`config.mk`:
```
export PLATFORM = sky130hd
export DESIGN_NAME = smb_reg_slave
export DESIGN_NICKNAME = d
export VERILOG_FILES = /design/src/rtl/smb_pkg.sv /design/src/rtl/smb_line_sync.sv /design/src/rtl/smb_timeout.sv /design/src/rtl/smb_regfile.sv /design/src/rtl/smb_reg_slave.sv
export SDC_FILE = /design/constraint.sdc
export NUM_CORES = 1
export LEC_CHECK = 0
export BUFFER_PORTS_ARGS = -buffer_cell sky130_fd_sc_hd__buf_2
export CORE_MARGIN = 4
export CORE_UTILIZATION = 45
export CTS_CLUSTER_SIZE = 40
export DETAILED_ROUTE_END_ITERATION = 7
export SETUP_SLACK_MARGIN = 0.2
export SYNTH_ARGS = -nofsm -noshare
export SYNTH_HDL_FRONTEND = slang
export SYNTH_SLANG_ARGS = --single-unit
export TNS_END_PERCENT = 50
```
`constraint.sdc`:
```
create_clock -name clk -period 7.49 [get_ports clk]
set_clock_uncertainty 0.1 [all_clocks]
set_input_delay 0.749 -clock clk [delete_from_list [all_inputs] [get_ports clk]]
set_output_delay 0.749 -clock clk [all_outputs]
set_load 0.02 [all_outputs]
```
`src/rtl/smb_pkg.sv`:
```
// Shared types and the CRC-8 step used by the bus slave.
// Assumes an 8-bit byte and MSB-first processing.
package smb_pkg;
    localparam int BYTE_W = 8;
    localparam logic [7:0] CRC_POLY = 8'h07;

    typedef enum logic [2:0] {
        ST_IDLE,
        ST_RX,
        ST_ACK,
        ST_TX,
        ST_RACK,
        ST_WAIT
    } bus_st_t;

    // Fold one byte into the running CRC-8, MSB first.
    function automatic logic [7:0] crc8_step(input logic [7:0] crc_in, input logic [7:0] din);
        logic [7:0] c;
        c = crc_in ^ din;
        for (int i = 0; i < BYTE_W; i++) begin
            c = c[7] ? ((c << 1) ^ CRC_POLY) : (c << 1);
        end
        return c;
    endfunction
endpackage

```
`src/rtl/smb_line_sync.sv`:
```
// Synchronizes the bus lines into the clock domain and flags their edges.
// Assumes the lines idle high; reset preloads ones so no false edge appears.
module smb_line_sync #(
    parameter int LINES = 2,
    parameter int DEPTH = 3
) (
    input  logic             clk,
    input  logic             rst_n,
    input  logic [LINES-1:0] raw,
    output logic [LINES-1:0] lvl,
    output logic [LINES-1:0] rise,
    output logic [LINES-1:0] fall
);
    generate
        for (genvar g = 0; g < LINES; g++) begin : g_line
            logic [DEPTH-1:0] sh;
            // Shift the raw level through the synchronizer chain.
            always_ff @(posedge clk) begin
                if (!rst_n) sh <= '1;
                else        sh <= {sh[DEPTH-2:0], raw[g]};
            end
            assign lvl[g]  = sh[DEPTH-2];
            assign rise[g] = sh[DEPTH-2] & ~sh[DEPTH-1];
            assign fall[g] = ~sh[DEPTH-2] & sh[DEPTH-1];
        end
    endgenerate
endmodule

```
`src/rtl/smb_timeout.sv`:
```
// Counts how long each enabled bus line stays low and pulses on expiry.
// Assumes LIMIT >= 2; index 1 is the clock line, index 0 the data line.
module smb_timeout #(
    parameter int LIMIT = 1000
) (
    input  logic       clk,
    input  logic       rst_n,
    input  logic [1:0] line_low,
    input  logic [1:0] en,
    output logic       hit
);
    localparam int CW = $clog2(LIMIT + 1);
    logic [1:0] hit_v;

    generate
        for (genvar g = 0; g < 2; g++) begin : g_cnt
            logic [CW-1:0] cnt;
            // Run while the line is low and enabled, restart otherwise.
            always_ff @(posedge clk) begin
                if (!rst_n || !en[g] || !line_low[g] || hit_v[g]) cnt <= '0;
                else                                               cnt <= cnt + 1'b1;
            end
            assign hit_v[g] = en[g] && line_low[g] && (cnt == CW'(LIMIT - 1));
        end
    endgenerate

    assign hit = |hit_v;
endmodule

```
`src/rtl/smb_regfile.sv`:
```
// Byte register file with separate read and write decode.
// Shared window is read and written in place; an alias window writes the
// read-only low window; the upper read window returns an identity byte.
module smb_regfile #(
    parameter logic [7:0] SHARED_LO = 8'h10,
    parameter logic [7:0] ALIAS_LO  = 8'h30,
    parameter logic [7:0] TOP_END   = 8'h40,
    parameter logic [7:0] CFG_ADDR  = 8'h22,
    parameter logic [7:0] ID_CODE   = 8'h81
) (
    input  logic       clk,
    input  logic       rst_n,
    input  logic       we,
    input  logic [7:0] waddr,
    input  logic [7:0] wdata,
    input  logic [7:0] raddr,
    output logic [7:0] rdata,
    output logic [1:0] tout_en
);
    localparam int SLOTS = int'(ALIAS_LO);
    localparam int AW    = $clog2(SLOTS);

    logic [7:0]    mem [SLOTS];
    logic          w_hit;
    logic [AW-1:0] w_idx;

    // Map a write address onto a storage slot, or reject it.
    always_comb begin
        w_hit = 1'b0;
        w_idx = '0;
        if (waddr >= SHARED_LO && waddr < ALIAS_LO) begin
            w_hit = 1'b1;
            w_idx = AW'(waddr);
        end else if (waddr >= ALIAS_LO && waddr < TOP_END) begin
            w_hit = 1'b1;
            w_idx = AW'(waddr - ALIAS_LO);
        end
    end

    generate
        for (genvar s = 0; s < SLOTS; s++) begin : g_slot
            // Store the byte when the decoded slot matches.
            always_ff @(posedge clk) begin
                if (!rst_n)                          mem[s] <= '0;
                else if (we && w_hit && w_idx == AW'(s)) mem[s] <= wdata;
            end
        end
    endgenerate

    // Read decode: storage, identity window, or zero.
    always_comb begin
        if (raddr < ALIAS_LO)     rdata = mem[AW'(raddr)];
        else if (raddr < TOP_END) rdata = ID_CODE;
        else                      rdata = 8'h00;
    end

    assign tout_en = {mem[AW'(CFG_ADDR)][7], mem[AW'(CFG_ADDR)][6]};
endmodule

```
`src/rtl/smb_reg_slave.sv`:
```
// Two-wire bus target with an address pointer, CRC-8 packet error code and
// stall timeouts. Assumes the bus is slow against clk (each clock phase lasts
// several clk cycles) and that the master never stretches or arbitrates.
module smb_reg_slave #(
    parameter int         CLK_HZ       = 50_000_000,
    parameter int         TIMEOUT_US   = 25_000,
    parameter bit         USE_ALT_ADDR = 1'b0,
    parameter logic [7:0] ID_CODE      = 8'h81
) (
    input  logic clk,
    input  logic rst_n,
    input  logic scl_i,
    input  logic sda_i,
    output logic sda_oe
);
    import smb_pkg::*;

    localparam logic [6:0] DEV_ADDR    = USE_ALT_ADDR ? 7'h4B : 7'h4C;
    localparam int         TOUT_CYCLES = (CLK_HZ / 1_000_000) * TIMEOUT_US;

    logic [1:0] lvl, rise, fall;
    logic       scl_lvl, sda_lvl, scl_rise, scl_fall;
    logic       start_det, stop_det, tout_hit, wr_en, st_idle;
    logic [1:0] tout_en;
    logic [7:0] rd_data;

    bus_st_t    st;
    logic [3:0] bitcnt;
    logic [7:0] shreg, txsh, crc, ptr, pend_d;
    logic [2:0] byte_idx;
    logic [1:0] tx_cnt;
    logic       rw, pend_v, mack, oe_q;

    smb_line_sync #(.LINES(2), .DEPTH(3)) u_sync (
        .clk(clk), .rst_n(rst_n), .raw({scl_i, sda_i}),
        .lvl(lvl), .rise(rise), .fall(fall)
    );

    assign scl_lvl   = lvl[1];
    assign sda_lvl   = lvl[0];
    assign scl_rise  = rise[1];
    assign scl_fall  = fall[1];
    assign start_det = scl_lvl & fall[0];
    assign stop_det  = scl_lvl & rise[0];
    assign st_idle   = (st == ST_IDLE);
    assign wr_en     = pend_v & (stop_det | start_det) & ~tout_hit;

    smb_timeout #(.LIMIT(TOUT_CYCLES)) u_tout (
        .clk(clk), .rst_n(rst_n), .line_low({~scl_lvl, ~sda_lvl}),
        .en(tout_en), .hit(tout_hit)
    );

    smb_regfile #(.ID_CODE(ID_CODE)) u_regs (
        .clk(clk), .rst_n(rst_n), .we(wr_en), .waddr(ptr), .wdata(pend_d),
        .raddr(ptr), .rdata(rd_data), .tout_en(tout_en)
    );

    // Protocol engine: framing, acknowledge, pointer, PEC and transmit.
    always_ff @(posedge clk) begin
        if (!rst_n) begin
            st <= ST_IDLE; bitcnt <= '0; shreg <= '0; txsh <= '0;
            crc <= '0; ptr <= '0; pend_d <= '0; byte_idx <= '0;
            tx_cnt <= '0; rw <= 1'b0; pend_v <= 1'b0; mack <= 1'b0; oe_q <= 1'b0;
        end else if (tout_hit || stop_det) begin
            st <= ST_IDLE; oe_q <= 1'b0; pend_v <= 1'b0;
        end else if (start_det) begin
            if (st == ST_IDLE) crc <= '0;
            st <= ST_RX; bitcnt <= '0; byte_idx <= '0;
            oe_q <= 1'b0; pend_v <= 1'b0;
        end else begin
            case (st)
                ST_RX: begin
                    if (scl_rise) begin
                        shreg  <= {shreg[6:0], sda_lvl};
                        bitcnt <= bitcnt + 1'b1;
                    end else if (scl_fall && bitcnt == 4'd8) begin
                        bitcnt <= '0;
                        if (byte_idx != 3'd7) byte_idx <= byte_idx + 1'b1;
                        st   <= ST_ACK;
                        oe_q <= 1'b1;
                        if (byte_idx == 3'd0) begin
                            if (shreg[7:1] == DEV_ADDR) begin
                                rw  <= shreg[0];
                                crc <= crc8_step(crc, shreg);
                            end else begin
                                st <= ST_WAIT; oe_q <= 1'b0;
                            end
                        end else if (byte_idx == 3'd1) begin
                            ptr <= shreg;
                            crc <= crc8_step(crc, shreg);
                        end else if (byte_idx == 3'd2) begin
                            pend_d <= shreg;
                            pend_v <= 1'b1;
                            crc    <= crc8_step(crc, shreg);
                        end else if (!(byte_idx == 3'd3 && pend_v && shreg == crc)) begin
                            pend_v <= 1'b0;
                            st     <= ST_WAIT;
                            oe_q   <= 1'b0;
                        end
                    end
                end
                ST_ACK: begin
                    if (scl_fall) begin
                        bitcnt <= '0;
                        if (rw) begin
                            txsh   <= rd_data;
                            crc    <= crc8_step(crc, rd_data);
                            tx_cnt <= 2'd1;
                            oe_q   <= ~rd_data[7];
                            st     <= ST_TX;
                        end else begin
                            oe_q <= 1'b0;
                            st   <= ST_RX;
                        end
                    end
                end
                ST_TX: begin
                    if (scl_fall) begin
                        if (bitcnt == 4'd7) begin
                            oe_q <= 1'b0;
                            st   <= ST_RACK;
                        end else begin
                            txsh   <= {txsh[6:0], 1'b0};
                            oe_q   <= ~txsh[6];
                            bitcnt <= bitcnt + 1'b1;
                        end
                    end
                end
                ST_RACK: begin
                    if (scl_rise) begin
                        mack <= ~sda_lvl;
                    end else if (scl_fall) begin
                        if (mack) begin
                            txsh   <= (tx_cnt == 2'd1) ? crc : 8'hFF;
                            oe_q   <= (tx_cnt == 2'd1) ? ~crc[7] : 1'b0;
                            tx_cnt <= 2'd2;
                            bitcnt <= '0;
                            st     <= ST_TX;
                        end else begin
                            st <= ST_WAIT;
                        end
                    end
                end
                default: ;
            endcase
        end
    end

    assign sda_oe = oe_q;
endmodule

```
# After elaboration in Yosys (flattened, before gate mapping)
# Memory sizes are Yosys's and may differ from the RTL's. A register that Yosys moved wholly into a read port is not among the register bits.
# Index checks and enable logic that the tools add are counted.
# word_totals
output_inout_bits	1
reg_bits	103
mem_count	1
wordCells	593
mem_bits_rw	384
input_bits	4
# mem_list
memory	words	width	rd	rd_clocked_by_memory_dff	write_ports	line_no	source
u_regs.mem	48	8	2	1	48	smb_regfile.sv:23	logic [7:0] mem [SLOTS];
# op_classes
eq_ne	88
n_reduce_logical	96
magnitude_cmp	4
bitwise_logic	89
mux	292
addsub	5
# ops
cell	n
8-bit two-way mux	60
1-bit two-way mux	165
3-bit two-way mux	34
6-bit by 5-bit == test with 1-bit output, second input constant	16
6-bit == test, second input constant	16
1-bit logical AND	58
7-bit two-way mux	8
1-bit bitwise OR	49
6-bit by 4-bit == test with 1-bit output, second input constant	8
3-bit inverter	16
21-bit by 1-bit adder with 21-bit output, second input constant	2
21-bit == test, second input constant	2
8-bit AND reduction	5
4-bit two-way mux	9
3-bit != test, second input constant	11
6-bit by 3-bit == test with 1-bit output, second input constant	4
6-bit two-way mux	4
2-bit != test, second input constant	11
7-bit case mux with 3 select lines	1
9-bit AND reduction	2
4-bit case mux with 4 select lines	1
8-bit case mux with 2 select lines	1
8-bit XOR	2
1-bit inverter	14
40 further kinds	75

# Longest topological paths before layout
# Gate-level depths: netlist (run 1).
# logic_depth
ltp_word	24
mapped_depth	14
depth_no_buf	11

# Modules after synthesis
# A second synthesis (run 1) with hierarchy kept.
# hier_totals
cells_unflattened	1962
area_unflattened_um2	23769.0
# modules_own_cells
module	seq_area_each_um2	n_inst	cells_per_inst	area_per_inst_um2
smb_regfile	11531.1	1	1306	18124.9
smb_reg_slave	1101.1	1	409	3523.4
smb_timeout	840.8	1	229	1923.1
smb_line_sync	120.1	1	18	197.7

# Worst setup path after synthesis (run 1)
# Ideal clock, no wire load.
# synth_timing
path_type	register -> register
start	register ptr[0]
end	memory u_regs.mem[19][0], enable pin
stages_incl_launch_ff	11
setup_time_ns	0.384
synth_period_minus_slack_ns	3.101
path_buffers	3
required_ns	7.006
arrival_time_ns	2.617
path_slack_ns	4.389
cell_sequence	dfxtp_1 > clkbuf_1 > nor4_1 > a21boi_0 > a21boi_1 > and3_1 > nand3_1 > or2_2 > clkbuf_1 > clkbuf_1 > o21ai_0
# synth_rtl
element	line_no	source
start, declared	smb_reg_slave.sv:29	logic [7:0] shreg, txsh, crc, ptr, pend_d;
start signal, assigned	smb_reg_slave.sv:89	ptr <= shreg;
end, declared	smb_regfile.sv:23	

==> results_dict.tcl, run 1 <==
set metrics [dict create \
    worst_slack_ns 3.22 \
    netlist_area_mm2 0.0238 \
    die_h_um 238 \
    cap_violations 0 \
    grt_use_total_pct 22.2 \
    post_cts_resized 0 \
    syn_nets 1901 \
    grt_use_met2_pct 34.2 \
    die-area_mm2 0.0566 \
    numCtsBuffers 53 \
    p_leak_nw 9.09 \
    cts_setup_buffers 0 \
    hold_viol 0 \
    pre_cts_ws_ns 3.27 \
    final_cell_mix "and2_1, edfxtp_1, nor2_1, dfxtp_1, mux4_2" \
    drt_iter0_drc 1454 \
    crit_chain "ha_1 -> inv_1 -> a21boi_1 -> and3_1 -> nand3_1 -> or2_2 -> o21ai_0" \
    grt_max_degree 69 \
    htreeDepth 2 \
    setup_violations 0 \
    async_reset_ff_share_pct 0 \
    timing.fmax_mhz 234 \
    ys.flop_type "edfxtp_1" \
    arrival_ns 4.38 \
    start_util_pct 45.4 \
    vias 15000 \
    gp_congestion 0.860 \
    nNetsFinal 1870 \
    clk_root_buffer_cell "clkbuf_16" \
    use_met1_pct 32.2 \
    critPathLaunchType "flip-flop" \
    synth_enable_flop_cells 384 \
    r2r_start "ptr[4]" \
    clkLatencyLatePin_ns 0.60 \
    grt.busiest_layer "met2" \
    syn_avg_cell_area_um2 12.6 \
    drv_slew 0 \
    final_common_cell "and2_1" \
    crit_type "reg2reg" \
    slowest_stage "o21ai_0" \
    place.detailed.hpwl_mm 39.8 \
    r2r_cells 7 \
    hold_class "in2reg" \
    worstMarginPinSlew_ns 1.40 \
    io_buffer_count 4 \
    ant_nets 0 \
    routed_wl_mm 62.9 \
    via_per_inst 5.80 \
    synth_cells 1881 \
    io-pin-count 5 \
    fillers 4492 \
    crit_path_start "ptr[4]" \
    remaining_drc_errors 0 \
    slew_headroom_pct 5.76 \
    syn2layout_area_growth_pct 9.19 \
    yosysSeqAreaShare_pct 57.6 \
    pwr_density_cell_mw_per_mm2 224 \
    antenna_cells 0 \
    min_period_ns 4.27 \
    grt_use_met3_pct 4.10 \
    antenna_found_initial 1 \
    ir_worst_vdd_v 0.000135 \
    fp.coreArea_mm2 0.0524 \
    rows 84 \
    cp_max_fo 16 \
    routedWlPerCell_um 24.4 \
    endpoint_kind "flip-flop" \
    clk_pin_slew_ns 0.06 \
    clockBufferDepth 3 \
    grt_pass1_wl_mm 95.8 \
    required_ns 7.60 \
    grt-ovfl-total 0 \
    multi_input_area_mm2 0.00934 \
    status "completed" \
    post-route-period-util_pct 57.0 \
    layout-drive-gt1-share_pct 12.0 \
    clock_sinks 493 \
    grt_pass1_vias 14700 \
    endpoint "u_regs.mem[17][5]" \
    reg2reg_slack_ns 3.22 \
    rsz0062_at_grt "false" \
    regArea_mm2 0.0137 \
    tns_ns 0 \
    cts_hold_buf 0 \
    ys_types 82 \
    synth_warnings 0 \
    cts_tree "done" \
    ys_ff_latch 493 \
    die_w_um 238 \
    slowest_delay_ns 1.14 \
    regToRegEndpoint "u_regs.mem[17][5]" \
    firstDrtPassIters 5 \
]
## critical path, delay by kind of cell (launching register included)
kind / cells / cell delay [ns]
AOI/OAI and AO/OA: 2 / 1.74
adders and majority gates: 1 / 0.38
buffers and inverters: 1 / 0.17
DFF: 1 / 0.49
and+or+nand+nor: 3 / 0.99
## routing by layer
metal / vias up / wire [µm]
met5: - / 0
met2: 518 / 28600
met4: 0 / 2250
met3: 124 / 4220
met1: 7605 / 27900
li1: 6729 / -
## report_power, final
| part | switching [mW] | leakage, nW | internal, mW |
|---|---|---|---|
| logic | 0.0949 | 3.41 | 0.0497 |
| registers | 0.0307 | 4.85 | 3.01 |
| clock network | 1.11 | 0.827 | 1.51 |
## logic make-up (layout without fill, tap and decap cells)
logic type,after synthesis,in the layout,share of synthesized area [%]
buffers and inverters,142,154,3.10
DFF,493,493,57.6
muxes,145,145,11.2
xor gates and xnor gates,77,77,3.05
AOI/OAI and AO/OA,195,195,5.35
and+or+nand+nor,813,813,18.8
adders and majority gates,16,16,0.842
## how the worst min path moves through the flow
stage	depth (start not counted)	startpoint	endpoint	slack, ns
floorplan	1	u_sync.g_line[0].sh[0]	u_sync.g_line[0].sh[1]	0.29
global placement	1	u_sync.g_line[1].sh[0]	u_sync.g_line[1].sh[1]	0.30
detailed placement	1	u_sync.g_line[1].sh[0]	u_sync.g_line[1].sh[1]	0.31
CTS	2	sda_i	u_sync.g_line[0].sh[0]	0.21
global route	2	sda_i	u_sync.g_line[0].sh[0]	0.24
finish	2	sda_i	u_sync.g_line[0].sh[0]	0.24
## metrics by stage
step           cells  utilization [%]  total power [mW]  cell area [µm²]  hold WS [ns]
2_1_floorplan   1881                -              3.18            23800         0.286
3_3_place_gp    2483             46.3              3.24            24300         0.296
4_1_cts         2581             49.5              5.85            26000         0.211
5_1_grt         2581             49.5              5.98            26000         0.237
3_5_place_dp    2483             46.3              3.24            24300         0.307
6_report        2581             49.5              5.81            26000         0.244
## cell usage after synthesis (all sizes together) (5+ instances only)
library cell | n | area share (%)
nor3 | 12 | 0.25
o22ai | 6 | 0.16
nor4 | 8 | 0.24
mux4 | 95 | 9.1
nor2b | 10 | 0.26
and2 | 393 | 10
dfxtp | 109 | 9.2
inv | 20 | 0.32
nand2b | 15 | 0.39
a22oi | 10 | 0.32
nand2 | 76 | 1.2
a21oi | 23 | 0.48
a211oi | 10 | 0.32
o211ai | 6 | 0.21
a31oi | 5 | 0.13
or3 | 6 | 0.16
buf | 39 | 1.5
clkbuf | 83 | 1.3
nor2 | 183 | 2.9
and3 | 24 | 0.63
xor2 | 34 | 1.3
edfxtp | 384 | 48
mux2i | 49 | 2.1
o31ai | 7 | 0.26
or2 | 10 | 0.26
nand4 | 11 | 0.29
nand3 | 33 | 0.69
ha | 16 | 0.84
xnor2 | 42 | 1.6
o21ai | 84 | 1.8
and3b | 5 | 0.18
## layout make-up
cell class / count / area share, %
inverter: 20 / 0.289
clock inverter: 33 / 1.17
multi-input combinational: 1246 / 36.0
timing repair buffer: 36 / 1.00
tap: 688 / 3.31
sequential: 493 / 52.8
clock buffer: 65 / 5.44
## state kept, by name, summed over array words and instances, names as in the netlist, 3 cells and up, named ones only
register,count
u_tout.g_cnt.cnt,42
crc,8
shreg,8
pend_d,8
ptr,8
u_regs.mem,384
bitcnt,4
st,3
txsh,7
u_sync.g_line.sh,6
byte_idx,3
Power figures use the tool's default switching activity.
==> run 2, diff against run 1 <==
==> constraint.sdc (replaced) <==
create_clock -name clk -period 4.29 [get_ports clk]
set_clock_uncertainty 0.1 [all_clocks]
set_input_delay 0.429 -clock clk [delete_from_list [all_inputs] [get_ports clk]]
set_output_delay 0.429 -clock clk [all_outputs]
set_load 0.02 [all_outputs]
==> run 2 against run 1 <==
Net effect: register-to-register slack got worse by 2.7 ns; clock power increased by 67%; final cell count increased by 2.1%; largest power group unchanged; worst hold slack got worse by 0.16 ns.
==> results_dict.tcl, run 2 (synthesis gave the netlist of run 1 again) <==
set metrics [dict create \
    gp_congestion 0.881 \
    clock_sinks 493 \
    regToRegEndpoint "crc[2]" \
    die-area_mm2 0.0566 \
    grt_pass1_wl_mm 93.8 \
    remaining_drc_errors 0 \
    ir_worst_vdd_v 0.000245 \
    drv_slew 0 \
    hold_viol 0 \
    cts_tree "done" \
    power_frac_seq_pct 53.1 \
    post_cts_resized 0 \
    rsz0062_at_grt "false" \
    post-route-period-util_pct 87.6 \
    ant_nets 0 \
    clkLatencyLatePin_ns 0.59 \
    vias 15000 \
    routedWlPerCell_um 23.2 \
    final_cell_mix "and2_1, edfxtp_1, nor2_1, dfxtp_1" \
    rows 84 \
    antenna_found_initial 1 \
    numCtsBuffers 52 \
    grt_use_total_pct 21.7 \
    grt_max_degree 59 \
    swShare_pct 20.8 \
    endpoint_kind "flip-flop" \
    largest_register_ffs 384 \
    required_ns 4.69 \
    hold_class "in2reg" \
    clk_root_buffer_cell "clkbuf_16" \
    die_h_um 238 \
    comb_power_share_pct 2.8 \
    hold_start "rst_n" \
    reg_top3 "u_regs.mem: 384 flops, u_tout.g_cnt.cnt: 42 flops" \
    tns_ns 0 \
    final_common_cell "and2_1" \
    post-route-util_pct 50.3 \
    pwr_density_cell_mw_per_mm2 379 \
    worstMarginPinSlew_ns 1.15 \
    critPathLaunchType "flip-flop" \
    p_leak_nw 9.35 \
    nNetsFinal 1926 \
    layout-drive-gt1-share_pct 14.3 \
    setup_violations 0 \
    antenna_cells 0 \
    routed_wl_mm 61.1 \
    p_int_mw 7.91 \
    drt_iter0_drc 1438 \
    via_per_inst 5.69 \
    grt_pass1_vias 15000 \
    arrival_ns 4.16 \
    clockBufferDepth 3 \
    slew_headroom_pct 23.0 \
    min_period_ns 3.76 \
    io_buffer_count 4 \
    status "completed" \
    regMostFlops "u_regs.mem" \
    holdWs_ns 0.0795 \
    clockPowerShare_pct 44.1 \
    firstDrtPassIters 6 \
    hold_path_end "u_sync.g_line[0].sh[2]" \
    cp_max_fo 37 \
    cap_violations 0 \
    io-pin-count 5 \
    clk_pin_slew_ns 0.06 \
    switching_power_mw 2.07 \
    post_dp_cell_area_mm2 0.0247 \
    crit_type "reg2reg" \
    start_util_pct 45.4 \
    syn2layout_area_growth_pct 10.8 \
    reg2reg_slack_ns 0.53 \
    r2r_cells 10 \
    postLayoutCellArea_mm2 0.0264 \
    place.detailed.hpwl_mm 40.9 \
    grt-ovfl-total 0 \
    fp.coreArea_mm2 0.0524 \
    die_w_um 238 \
    timing.fmax_mhz 266 \
    htreeDepth 2 \
    holdPathStages 2 \
]
run 2: power groups by stage:
stage          clock (mW)  combinational [mW]  sequential [mW]
3_5_place_dp            0               0.283             5.40
3_3_place_gp            0               0.280             5.39
6_report             4.40               0.284             5.30
5_1_grt              4.69               0.306             5.31
2_1_floorplan           0               0.172             5.38
4_1_cts              4.49               0.286             5.30
run 2: cell type report:
type | count | area (µm²)
clock buffer | 69 | 1450
clock inverter | 27 | 209
fill | 4538 | 26100
inverter | 20 | 75.1
multi-input combinational | 1246 | 9340
sequential | 493 | 13700
tap | 688 | 861
timing repair buffer | 93 | 706
run 2: timing repair:
item,CTS,global route
hold buffers,2,0
endpoints found under the hold margin,2,0
setup buffers,0,0
run 2: worst max-delay path: stages, from the launching register on:
cell and delay [ns]:
dfxtp_4 0.71, buf_12 0.37, mux4_2 0.56, mux2i_1 0.32, o22a_1 0.18, o31ai_1 0.11
o31ai_2 0.35, xnor2_1 0.28, xnor2_2 0.19, and4b_1 0.22, nor4_2 0.22
run 2: worst max path at each step:
stage	depth (start not counted)	slack [ns]	from	end
floorplan	10	1.19	ptr[0]	u_regs.mem[19][0]
global placement	10	0.46	flip-flop	crc[2]
detailed placement	10	0.44	flip-flop	crc[2]
CTS	10	0.42	flip-flop	crc[2]
global route	10	0.27	flip-flop	crc[1]
finish	10	0.53	flip-flop	crc[2]
run 2: routing by layer:
| metal | wire length, µm | global-route usage [%] | share of wire [%] |
|---|---|---|---|
| met2 | 28300 | 34.1 | 46 |
| met5 | 14 | 0 | 0.023 |
| met3 | 4160 | 4.50 | 6.8 |
| met1 | 26800 | 30.9 | 44 |
| met4 | 1780 | 6.35 | 2.9 |
run 2: metrics by stage:
stage	power, mW	cells	setup WS (ns)
after floorplan	5.55	1881	1.19
after global placement	5.67	2538	0.463
after detailed placement	5.68	2538	0.442
after CTS	10.1	2636	0.424
after global routing	10.3	2636	0.269
final	9.98	2636	0.534
==> run 3, diff against run 2 <==
--- a/config.mk
+++ b/config.mk
@@ -11,6 +11,7 @@
 export CTS_CLUSTER_SIZE = 40
 export DETAILED_ROUTE_END_ITERATION = 7
 export SETUP_SLACK_MARGIN = 0.2
+export SKIP_CTS_REPAIR_TIMING = 1
 export SYNTH_ARGS = -nofsm -noshare
 export SYNTH_HDL_FRONTEND = slang
 export SYNTH_SLANG_ARGS = --single-unit
==> constraint.sdc (replaced) <==
create_clock -name clk -period 4.6 [get_ports clk]
set_clock_uncertainty 0.1 [all_clocks]
set_input_delay 0.46 -clock clk [delete_from_list [all_inputs] [get_ports clk]]
set_output_delay 0.46 -clock clk [all_outputs]
set_load 0.02 [all_outputs]
==> run 3 against run 2 <==
Net effect: power down 4.8%; worst hold slack better by 0.050 ns; largest power group unchanged; critical path type unchanged; design area about the same; non-clock buffer count down 14; critical endpoint is now u_regs.mem[35][2]; highest routed layer is now met4.
==> results_dict.tcl, run 3 (synthesis gave the netlist of run 1 again) <==
set metrics [dict create \
    status "completed" \
    die_h_um 238 \
    crit_type "reg2reg" \
    dp.cells 2524 \
    power_mw 9.50 \
    holdWs_ns 0.130 \
    gp_congestion 0.853 \
    numCtsBuffers 51 \
    critPathLaunchType "flip-flop" \
    clockBufferDepth 3 \
    via_per_inst 5.73 \
    cp_max_fo 17 \
    start_util_pct 45.4 \
    antenna_found_initial 0 \
    grt_pass1_wl_mm 95.2 \
    layout-drive-gt1-share_pct 14.0 \
    drt_iter0_drc 1790 \
    final_common_cell "and2_1" \
    endpoint_kind "flip-flop" \
    grt_max_degree 55 \
    die_w_um 238 \
    fp.coreArea_mm2 0.0524 \
    firstDrtPassIters 5 \
    timing.fmax_mhz 242 \
    htreeDepth 2 \
    grt-ovfl-total 0 \
    largest_register_ffs 384 \
    routed_wl_mm 62.7 \
    reg_top3 "u_regs.mem: 384 flops, u_tout.g_cnt.cnt: 42 flops" \
    crit_path_start "ptr[4]" \
    rows 84 \
    reg2reg_slack_ns 0.47 \
    ant_nets 0 \
    setup_violations 0 \
    pwr_density_cell_mw_per_mm2 361 \
    worstMarginPinSlew_ns 1.30 \
    cts_tree "done" \
    place.detailed.hpwl_mm 41.1 \
    arrival_ns 4.22 \
    regMostFlops "u_regs.mem" \
    min_period_ns 4.13 \
    hold_start "rst_n" \
    drv_slew 0 \
    clock_sinks 493 \
    remaining_drc_errors 0 \
    clkLatencyLatePin_ns 0.61 \
    antenna_cells 0 \
    vias 15000 \
    rsz0062_at_grt "false" \
    io-pin-count 5 \
    clk_pin_slew_ns 0.07 \
    post-route-util_pct 50.2 \
    post-route-period-util_pct 89.8 \
    hold_viol 0 \
    multi_input_area_mm2 0.00934 \
    nNetsFinal 1911 \
    r2r_cells 8 \
    slew_headroom_pct 12.6 \
    clk_root_buffer_cell "clkbuf_16" \
    r2r_start "ptr[4]" \
    tns_ns 0 \
    regToRegEndpoint "u_regs.mem[35][2]" \
    routedWlPerCell_um 23.9 \
    final_cell_mix "and2_1, edfxtp_1, nor2_1, dfxtp_1, mux4_2" \
    fillers 4494 \
    regArea_mm2 0.0137 \
    hold_path_end "u_sync.g_line[1].sh[2]" \
    grt_pass1_vias 14900 \
    grt_use_total_pct 22.2 \
    fin_cells 2621 \
    cap_violations 0 \
    die-area_mm2 0.0566 \
    required_ns 4.69 \
    syn2layout_area_growth_pct 10.7 \
    holdPathStages 2 \
    hold_class "in2reg" \
    ir_worst_vdd_v 0.000290 \
    p_leak_nw 9.31 \
    io_buffer_count 4 \
]
==> run 3: final cells by class <==
| cell class | instances | area share, % |
|---|---|---|
| Tap cell | 688 | 3.27 |
| Clock buffer | 67 | 5.38 |
| Clock inverter | 28 | 1.22 |
| Sequential cell | 493 | 52.1 |
| Inverter | 20 | 0.285 |
| Timing Repair Buffer | 79 | 2.28 |
| Multi-Input combinational cell | 1246 | 35.5 |
==> run 3: stage by stage <==
step | setup slack, ns | area, µm²
floorplan | 1.50 | 23800
global placement | 0.433 | 24600
detailed placement | 0.532 | 24600
CTS | 0.503 | 26300
global route | 0.214 | 26300
finish | 0.469 | 26300
==> run 3: worst max-delay path by stage <==
stage | to | slack [ns]
CTS | u_regs.mem[41][5] | 0.50
floorplan | u_regs.mem[19][0] | 1.50
finish | u_regs.mem[35][2] | 0.47
global placement | u_regs.mem[35][0] | 0.43
global route | u_regs.mem[37][4] | 0.21
detailed placement | u_regs.mem[41][0] | 0.53
==> run 3: metal layers <==
| metal | share of wire (%) | track usage, % |
|---|---|---|
| met5 | 0 | 0 |
| met4 | 2.3 | 5.54 |
| met3 | 7.2 | 3.71 |
| met2 | 47 | 34.8 |
| met1 | 44 | 32.5 |
==> run 3: worst max-delay path, stage by stage, from the launching register on <==
cell and delay [ns]:
dfxtp_1 0.50, ha_1 0.40, inv_1 0.20, a21boi_1 0.16, buf_4 0.20, and3_1 0.17, nand3_1 0.19, nand2b_1 0.59
o21ai_0 1.20
==> run 3: power by group <==
group	internal, mW	leakage [nW]	switching, mW
logic	0.0914	3.62	0.162
registers	4.90	4.85	0.0464
clock network	2.52	0.845	1.78
